===== config.mk =====
export PLATFORM = sky130hd
export DESIGN_NAME = dram_mux_ctrl
export DESIGN_NICKNAME = d
export VERILOG_FILES = /design/src/rtl/dmc_pkg.sv /design/src/rtl/dmc_refresh_timer.sv /design/src/rtl/dmc_addr_mux.sv /design/src/rtl/dmc_strobe_dec.sv /design/src/rtl/dram_mux_ctrl.sv
export SDC_FILE = /design/constraint.sdc
export NUM_CORES = 1
export LEC_CHECK = 0
export BUFFER_PORTS_ARGS = -buffer_cell sky130_fd_sc_hd__buf_2
export CELL_PAD_IN_SITES_DETAIL_PLACEMENT = 0
export CELL_PAD_IN_SITES_GLOBAL_PLACEMENT = 1
export CORE_ASPECT_RATIO = 1.25
export CORE_UTILIZATION = 35
export CTS_BUF_LIST = sky130_fd_sc_hd__clkbuf_4
export DETAILED_ROUTE_END_ITERATION = 12
export PLACE_DENSITY_LB_ADDON = 0.1
export SYNTH_ARGS = -nofsm -noshare
export SYNTH_HDL_FRONTEND = slang
export SYNTH_SLANG_ARGS = --single-unit

===== constraint.sdc =====
create_clock -name clk -period 3.05 [get_ports clk]
set_input_delay 0.61 -clock clk [delete_from_list [all_inputs] [get_ports clk]]
set_output_delay 0.61 -clock clk [all_outputs]
set_load 0.01 [all_outputs]

===== src/rtl/dmc_pkg.sv =====
package dmc_pkg;
    typedef enum logic [3:0] {
        ST_IDLE,
        ST_ROW_SETUP,
        ST_RAS_ACT,
        ST_COL_SETUP,
        ST_CAS_ACT,
        ST_CAS_END,
        ST_PRECH,
        ST_REF_SETUP,
        ST_REF_RAS
    } dmc_state_e;

    typedef enum logic [1:0] {
        PIN_ROW,
        PIN_COL,
        PIN_REF
    } pin_sel_e;
endpackage


===== src/rtl/dmc_refresh_timer.sv =====
module dmc_refresh_timer #(
    parameter int INTERVAL = 976,
    parameter int ROW_W    = 9
) (
    input  logic             clk,
    input  logic             rst_n,
    input  logic             ref_take,
    input  logic             ref_done,
    output logic             ref_pend,
    output logic [ROW_W-1:0] ref_row
);
    localparam int TICK_W = (INTERVAL > 1) ? $clog2(INTERVAL) : 1;

    typedef struct packed {
        logic [TICK_W-1:0] tick;
        logic              pend;
        logic [ROW_W-1:0]  row;
    } tmr_t;

    tmr_t tmr_d, tmr_q;

    always_comb begin
        tmr_d = tmr_q;
        if (tmr_q.tick == '0) begin
            tmr_d.tick = TICK_W'(INTERVAL - 1);
            tmr_d.pend = 1'b1;
        end else begin
            tmr_d.tick = tmr_q.tick - 1'b1;
            if (ref_take) tmr_d.pend = 1'b0;
        end
        if (ref_done) tmr_d.row = tmr_q.row + 1'b1;
    end

    always_ff @(posedge clk) begin
        if (!rst_n) begin
            tmr_q.tick <= TICK_W'(INTERVAL - 1);
            tmr_q.pend <= 1'b0;
            tmr_q.row  <= '0;
        end else begin
            tmr_q <= tmr_d;
        end
    end

    assign ref_pend = tmr_q.pend;
    assign ref_row  = tmr_q.row;
endmodule


===== src/rtl/dmc_addr_mux.sv =====
module dmc_addr_mux
    import dmc_pkg::*;
#(
    parameter int ADDR_W = 20,
    parameter int PIN_W  = 10,
    parameter int ROW_W  = 9
) (
    input  pin_sel_e          sel,
    input  logic [ADDR_W-1:0] addr,
    input  logic [ROW_W-1:0]  ref_row,
    output logic [PIN_W-1:0]  pins
);
    // Row phase also carries the lowest column bit above the row field.
    always_comb begin
        unique case (sel)
            PIN_COL: pins = addr[ADDR_W-1:PIN_W];
            PIN_REF: pins = {{(PIN_W-ROW_W){1'b0}}, ref_row};
            default: pins = addr[PIN_W-1:0];
        endcase
    end
endmodule


===== src/rtl/dmc_strobe_dec.sv =====
module dmc_strobe_dec
    import dmc_pkg::*;
(
    input  dmc_state_e st,
    input  logic       wr,
    output logic       ras_n,
    output logic       cas_n,
    output logic       we_n,
    output pin_sel_e   sel
);
    always_comb begin
        ras_n = !(st inside {ST_RAS_ACT, ST_COL_SETUP, ST_CAS_ACT, ST_CAS_END, ST_REF_RAS});
        cas_n = (st != ST_CAS_ACT);
        we_n  = !(wr && (st inside {ST_COL_SETUP, ST_CAS_ACT}));
        if (st inside {ST_COL_SETUP, ST_CAS_ACT, ST_CAS_END})
            sel = PIN_COL;
        else if (st inside {ST_REF_SETUP, ST_REF_RAS})
            sel = PIN_REF;
        else
            sel = PIN_ROW;
    end
endmodule


===== src/rtl/dram_mux_ctrl.sv =====
module dram_mux_ctrl
    import dmc_pkg::*;
#(
    parameter int ADDR_W      = 20,
    parameter int ROW_W       = 9,
    parameter int SETUP_CYC   = 2,
    parameter int RCD_CYC     = 2,
    parameter int CAS_CYC     = 2,
    parameter int RP_CYC      = 3,
    parameter int REF_RAS_CYC = 4,
    parameter int REFRESH_MS  = 4,
    parameter int CLK_KHZ     = 125000
) (
    input  logic              clk,
    input  logic              rst_n,
    input  logic              req_valid,
    input  logic              req_write,
    input  logic [ADDR_W-1:0] req_addr,
    input  logic              req_wdata,
    output logic              req_ready,
    output logic              rsp_valid,
    output logic              rsp_rdata,
    output logic              dram_ras_n,
    output logic              dram_cas_n,
    output logic              dram_we_n,
    output logic [ADDR_W/2-1:0] dram_addr,
    output logic              dram_dout,
    input  logic              dram_din
);
    localparam int PIN_W        = ADDR_W / 2;
    localparam int ROWS         = 1 << ROW_W;
    localparam int REF_INTERVAL = (REFRESH_MS * CLK_KHZ) / ROWS;
    localparam int CNT_W        = $clog2(SETUP_CYC + RCD_CYC + CAS_CYC + RP_CYC + REF_RAS_CYC + 1);

    typedef struct packed {
        dmc_state_e        st;
        logic [CNT_W-1:0]  cnt;
        logic [ADDR_W-1:0] addr;
        logic              wr;
        logic              wdata;
        logic              rsp_valid;
        logic              rdata;
    } ctl_t;

    ctl_t ctl_d, ctl_q;

    logic             ref_pend;
    logic [ROW_W-1:0] ref_row;
    logic             ref_take;
    logic             ref_done;
    logic             cnt_zero;
    pin_sel_e         pin_sel;

    assign cnt_zero = (ctl_q.cnt == '0);
    assign ref_take = (ctl_q.st == ST_IDLE) && ref_pend;
    assign ref_done = (ctl_q.st == ST_REF_RAS) && cnt_zero;

    always_comb begin
        ctl_d = ctl_q;
        ctl_d.rsp_valid = 1'b0;
        if (!cnt_zero) ctl_d.cnt = ctl_q.cnt - 1'b1;
        unique case (ctl_q.st)
            ST_IDLE: begin
                if (ref_pend) begin
                    ctl_d.st  = ST_REF_SETUP;
                    ctl_d.cnt = CNT_W'(SETUP_CYC - 1);
                end else if (req_valid) begin
                    ctl_d.st    = ST_ROW_SETUP;
                    ctl_d.cnt   = CNT_W'(SETUP_CYC - 1);
                    ctl_d.addr  = req_addr;
                    ctl_d.wr    = req_write;
                    ctl_d.wdata = req_wdata;
                end
            end
            ST_ROW_SETUP: if (cnt_zero) begin
                ctl_d.st  = ST_RAS_ACT;
                ctl_d.cnt = CNT_W'(RCD_CYC - 1);
            end
            ST_RAS_ACT: if (cnt_zero) begin
                ctl_d.st  = ST_COL_SETUP;
                ctl_d.cnt = CNT_W'(SETUP_CYC - 1);
            end
            ST_COL_SETUP: if (cnt_zero) begin
                ctl_d.st  = ST_CAS_ACT;
                ctl_d.cnt = CNT_W'(CAS_CYC - 1);
            end
            ST_CAS_ACT: if (cnt_zero) begin
                ctl_d.st = ST_CAS_END;
                if (!ctl_q.wr) begin
                    ctl_d.rsp_valid = 1'b1;
                    ctl_d.rdata     = dram_din;
                end
            end
            ST_CAS_END: begin
                ctl_d.st  = ST_PRECH;
                ctl_d.cnt = CNT_W'(RP_CYC - 1);
            end
            ST_PRECH: if (cnt_zero) ctl_d.st = ST_IDLE;
            ST_REF_SETUP: if (cnt_zero) begin
                ctl_d.st  = ST_REF_RAS;
                ctl_d.cnt = CNT_W'(REF_RAS_CYC - 1);
            end
            ST_REF_RAS: if (cnt_zero) begin
                ctl_d.st  = ST_PRECH;
                ctl_d.cnt = CNT_W'(RP_CYC - 1);
            end
            default: ctl_d.st = ST_IDLE;
        endcase
    end

    always_ff @(posedge clk) begin
        if (!rst_n) begin
            ctl_q.st        <= ST_IDLE;
            ctl_q.cnt       <= '0;
            ctl_q.addr      <= '0;
            ctl_q.wr        <= 1'b0;
            ctl_q.wdata     <= 1'b0;
            ctl_q.rsp_valid <= 1'b0;
            ctl_q.rdata     <= 1'b0;
        end else begin
            ctl_q <= ctl_d;
        end
    end

    dmc_refresh_timer #(
        .INTERVAL (REF_INTERVAL),
        .ROW_W    (ROW_W)
    ) tmr_i (
        .clk      (clk),
        .rst_n    (rst_n),
        .ref_take (ref_take),
        .ref_done (ref_done),
        .ref_pend (ref_pend),
        .ref_row  (ref_row)
    );

    dmc_strobe_dec dec_i (
        .st    (ctl_q.st),
        .wr    (ctl_q.wr),
        .ras_n (dram_ras_n),
        .cas_n (dram_cas_n),
        .we_n  (dram_we_n),
        .sel   (pin_sel)
    );

    dmc_addr_mux #(
        .ADDR_W (ADDR_W),
        .PIN_W  (PIN_W),
        .ROW_W  (ROW_W)
    ) mux_i (
        .sel     (pin_sel),
        .addr    (ctl_q.addr),
        .ref_row (ref_row),
        .pins    (dram_addr)
    );

    assign req_ready = (ctl_q.st == ST_IDLE) && !ref_pend;
    assign rsp_valid = ctl_q.rsp_valid;
    assign rsp_rdata = ctl_q.rdata;
    assign dram_dout = ctl_q.wdata;
endmodule


Word level (Yosys, flattened, before mapping)
Index checks and enable logic that the tools add are counted.
- bitwise operators: 3
- equal/unequal tests: 19
- reduce and logical (&&, ||, !) cells: 20
- multipliers: 0
- order comparisons: 0
- muxes and demuxes: 18
- add/subtract/negate cells: 3
- div/mod/pow operators: 0
- shifts and indexed selects: 0
- operator list (cell ; number):
    $mux 8 ; 6
    $pmux 4 s9 ; 1
    $mux 30 ; 1
    $pmux 4 s7 ; 1
    $pmux 10 s2 ; 1
    $eq 4x3->1 const B ; 4
    $ne 2x2->1 const B ; 7
    $mux 4 ; 3
    $logic_not 10->1 ; 1
    $sub 10x1->10 const B ; 1
    $add 9x1->9 const B ; 1
    $reduce_and 3->1 ; 3
    $eq 4x2->1 const B ; 2
    $logic_not 4->1 ; 2
    $reduce_and 8->1 ; 1
    $mux 2 ; 3
    $reduce_bool 2->1 ; 3
    $reduce_bool 5->1 ; 1
    $eq 4x1->1 const B ; 1
    $eq 4x4->1 const B ; 1
    $logic_and 1x1->1 ; 4
    $ne 4x3->1 const B ; 1
    $sub 4x1->4 const B ; 1
    $logic_not 1->1 ; 3
    7 further kinds ; 10
- latch bits: 0
- bits in read-only memories: 0
- register bits after elaboration: 52
- logic and storage cells: 73
- input bits: 26
- memories: 0
- bits in writable memories: 0

Logic depth before layout (Yosys ltp)
- depth in word-level cells: 6
- gate-level depth with buffers: 10

By module
A second synthesis with hierarchy kept.
- cells, all modules: 353
- area, all modules: 2945.3 sq um
- modules (own cells, without submodules) (module ; area each (sq um) ; cells each ; instances):
    dram_mux_ctrl ; 1599.0 ; 193 ; 1
    dmc_refresh_timer ; 944.7 ; 109 ; 1
    dmc_addr_mux ; 305.3 ; 38 ; 1
    dmc_strobe_dec ; 96.3 ; 13 ; 1

Worst setup path after synthesis
OpenSTA, ideal clock, no wires.
- path type: flip-flop to output port
- start point: reg ctl_q[28] (netlist name)
- end point: out dram_addr[2]
- buffers on the path: 2
- slack: 897 ps
- stages on the path, launching flop included: 7
- data required time: 2440 ps
- data arrival time: 1543 ps
- cell sequence: dfxtp_1 > buf_6 > or4b_4 > buf_6 > nand2_4 > nor2_2 > a221o_1
- word-level cells in the longest chain between the ends: 6
- elaborated cells on any way between the ends: 12
- classes of those cells: eq/ne (7); mux (3); reduce/logical (2)
- RTL lines (what ; RTL line ; text):
    $eq 4x3->1 / $eq 4x4->1 (equally long branches) ; dmc_strobe_dec.sv:17 ; else if (st inside {ST_REF_SETUP, ST_REF_RAS})
    $reduce_bool 2->1 ; dmc_strobe_dec.sv:17 ;
    $mux 2 ; dmc_strobe_dec.sv:17 ;
    $mux 2 (*) ; dmc_strobe_dec.sv:15 ; if (st inside {ST_COL_SETUP, ST_CAS_ACT, ST_CAS_END})
    $eq 2x2->1 / $eq 2x1->1 (equally long branches) ; dmc_addr_mux.sv:15 ; unique case (sel)
    $pmux 10 s2 (*) ; dmc_addr_mux.sv:15 ;
    end: declaration ; dram_mux_ctrl.sv:26 ; output logic [ADDR_W/2-1:0] dram_addr,
Mark *: on every way between the ends. The rest lies on a longest branch, timed or not.

Worst setup path after layout
- start point: reg ctl_q[29] (netlist name)
- end point: out dram_addr[2]
- word-level cells in the longest chain between the ends: 6
- elaborated cells on any way between the ends: 12
- classes of those cells: eq/ne (7); mux (3); reduce/logical (2)
- RTL lines (what ; RTL line):
    $eq 4x3->1 / $eq 4x4->1 (equally long branches) ; dmc_strobe_dec.sv:17
    $reduce_bool 2->1 ; dmc_strobe_dec.sv:17
    $mux 2 ; dmc_strobe_dec.sv:17
    $mux 2 (*) ; dmc_strobe_dec.sv:15
    $eq 2x2->1 / $eq 2x1->1 (equally long branches) ; dmc_addr_mux.sv:15
    $pmux 10 s2 (*) ; dmc_addr_mux.sv:15
Marked as above.

==> qor.yml <==
status: "finished clean"
crit_path_start_kind: "register"
ctsHoldBuffers: 0
syn_area_um2: 2730
ir_drop_v: 0.000656
setup_viol: 0
wl_mm: 6.70
period_share: 0.956
path_clk_slew_ns: 0.16
track_usage: 0.177
die_area_um2: 8160
ios: 43
crit_path_end_kind: "primary output"
skew_ns: 0.0152
syn_to_final_growth_pct: 12.0
final_cells: 452
critical_path_class: "reg2out"
drc: 0
fmax_mhz: 343
p_clk_frac: 0.140
min_path_type: "reg2reg"
cts_resized: 0
die_y_um: 101
place_ws_ns: 0.552
vias_per_cell: 5.21
post-route-min-period_ns: 2.92
dp.cells: 444
insertion_delay_ns: 0.37
synth.area.mux_share: 0.0110
initialDrtViolationCount: 72
globalRouteOverflowTotal: 0
grt_antenna_before_repair: 0
cts_tree: "done"
wl_per_cell_um: 14.8
yosysWarnings: 0
htreeDepth: 2
synth-adder-area-share: 0.0275
fin_util: 0.411
fillCellCount: 821
power.internal_mw: 1.30
cap_violations: 0
multiInputGateArea_um2: 1560
die_x_um: 81.0
slew_violations: 0
synth_top_family_by_area: "simple AND/OR/NAND/NOR gates"
postCtsSetupRepairBufs: 0
core_area_um2: 7440
regArea_um2: 1040
synthSimpleGateAreaFrac: 0.272
grt_pass1_wl_mm: 11.2
p_total_mw: 2.30
maxSlewHeadroom: 0.470
synth_nets: 357
synthFlopType: "dfxtp_1"
synth_compound_gate_area_share: 0.211
routed-via-count: 2357
fin_tns_setup_ns: 0
ys_seq_area_frac: 0.381
gp_congestion: 0.812
timing_hold_violations_final: 0
io_buffers: 42
yosys-top-cells-area: "dfxtp_1 38%, nand2_1 8.4%, a21boi_0 6.6%, xnor2_1 3.2%, a22o_1 2.9%"
diodes: 0
synth.distinct_cells: 53
synthCells: 325
synth_top_area_share: 0.381
fin_nets: 391
clockRootBuffer: "clkbuf_4"
grt_max_degree: 24
leakagePower_nw: 1.27
synth-edff-count: 0
hold_path.startpoint: "tmr_i.tmr_q[10]$_SDFF_PP1_"
power.switching_mw: 1.00
swShare: 0.436
start_util: 0.367
cp-startpoint: "ctl_q[29]$_SDFFE_PN0P_"
powerDensity_nw_per_um2: 752
arrival_ns: 2.31
rows: 35
synth_area_leader_cell: "dfxtp_1"
synth_xor_area_frac: 0.0481
dp_hpwl_mm: 4.75
synth-seq-cells: 52
cts_max_path_buffers: 2
p_seq_frac: 0.408
r2r-start: "ctl_q[25]$_SDFF_PN0_"
syn-mean-instance-area_um2: 8.40
worst_pin_slew_ns: 0.796
drive_above_1_share: 0.183
combPwrFrac: 0.452
antenna_left: 0
cts_made_buffers: 5
numClockSinks: 52
firstDrtPassIters: 6
grt_pass1_vias: 2285
async_flop_share: 0
rsz0062_at_grt: "no"
path_max_fanout: 21
setup_ws_ns: 0.133
required_ns: 2.44
-- synth_stat cells, types with 2 or more instances --
cell and count:
o31ai_1 3, nand2_1 61, nor2b_1 5, ha_1 6
nor2_1 17, buf_2 5, nand3_1 10, nand2b_1 4
a21o_1 8, xnor2_1 10, nand4_1 5, a31oi_1 4
a22o_1 9, inv_1 8, and2_1 10, o21ai_0 7
buf_1 2, a21oi_1 8, buf_6 2, o21a_1 2
o221ai_1 2, and3_1 6, nor3_1 8, mux2i_1 3
nor4_4 2, clkbuf_1 12, xor2_1 5, a21boi_0 24
or4_1 2, dfxtp_1 52
-- power by group through the flow --
stage / registers (mW) / clock network, mW / logic, mW
after CTS: 0.940 / 0.352 / 1.06
after detailed placement: 0.957 / 0 / 1.05
after floorplan: 0.863 / 0 / 0.843
final: 0.939 / 0.322 / 1.04
after global placement: 0.956 / 0 / 1.04
after global routing: 0.963 / 0.374 / 1.17
-- sequential cells by signal (all words and copies together) (netlist names) --
register / count
ctl_q: 29
tmr_i.ref_pend: 1
rsp_valid: 1
tmr_i.ref_row: 9
rsp_rdata: 1
tmr_i.tmr_q: 10
dram_dout: 1
-- layout make-up --
class	count	share of cell area
clock buffers	5	0.0123
inverters	9	0.0110
flip-flops and latches	52	0.340
multi-input cells	243	0.509
well taps	92	0.0376
repair buffers	48	0.0834
clock inverters	3	0.00695
-- cell families after synthesis --
group | after synthesis
simple gates | 141
compound gates | 78
flops | 52
buf+inv | 30
xor+xnor | 15
fa+ha+maj | 6
mux | 3
-- per-layer routing --
layer  share of wire  track usage  up-vias
met5               0            0        -
met4           0.010       0.0412        0
met3           0.042       0.0281        5
met2            0.49        0.309       56
met1            0.46        0.226     1091
li1                -            -     1205
-- through the flow --
| step | instance area, um^2 | hold WS [ns] |
|---|---|---|
| after global routing | 3060 | 0.440 |
| after CTS | 3060 | 0.439 |
| final | 3060 | 0.446 |
| after floorplan | 2730 | 0.393 |
| after global placement | 3000 | 0.414 |
| after detailed placement | 3000 | 0.416 |
-- critical path, stage by stage, from the launching register on --
cell	delay (ns)
dfxtp_1	0.55
or4b_4	0.70
nand2_4	0.14
nor2_2	0.11
a221o_1	0.30
buf_2	0.14
-- placed cells by master, fill, tap and decap left out, drive strengths merged, types with 4 or more instances in the layout --
cell type / n
nor2b: 5
a22o: 9
a21o: 8
nand4: 5
nand2: 62
xnor2: 10
a21oi: 8
a21boi: 24
nand2b: 4
dfxtp: 52
a31oi: 4
xor2: 5
nand3: 10
o21ai: 7
nor2: 18
nor3: 8
buf: 48
clkbuf: 5
ha: 6
inv: 10
and3: 6
and2: 10
-- final timing paths --
check	end	slack [ns]	cells after the start
setup / recovery	dram_addr[2]	0.13	5
hold / removal	tmr_i.tmr_q[10]$_SDFF_PP1_	0.45	1
setup reg to reg	ctl_q[24]$_SDFF_PN0_	0.92	9
hold reg to reg	tmr_i.tmr_q[10]$_SDFF_PP1_	0.45	1
Note: power is estimated with default switching activity, not from simulation.
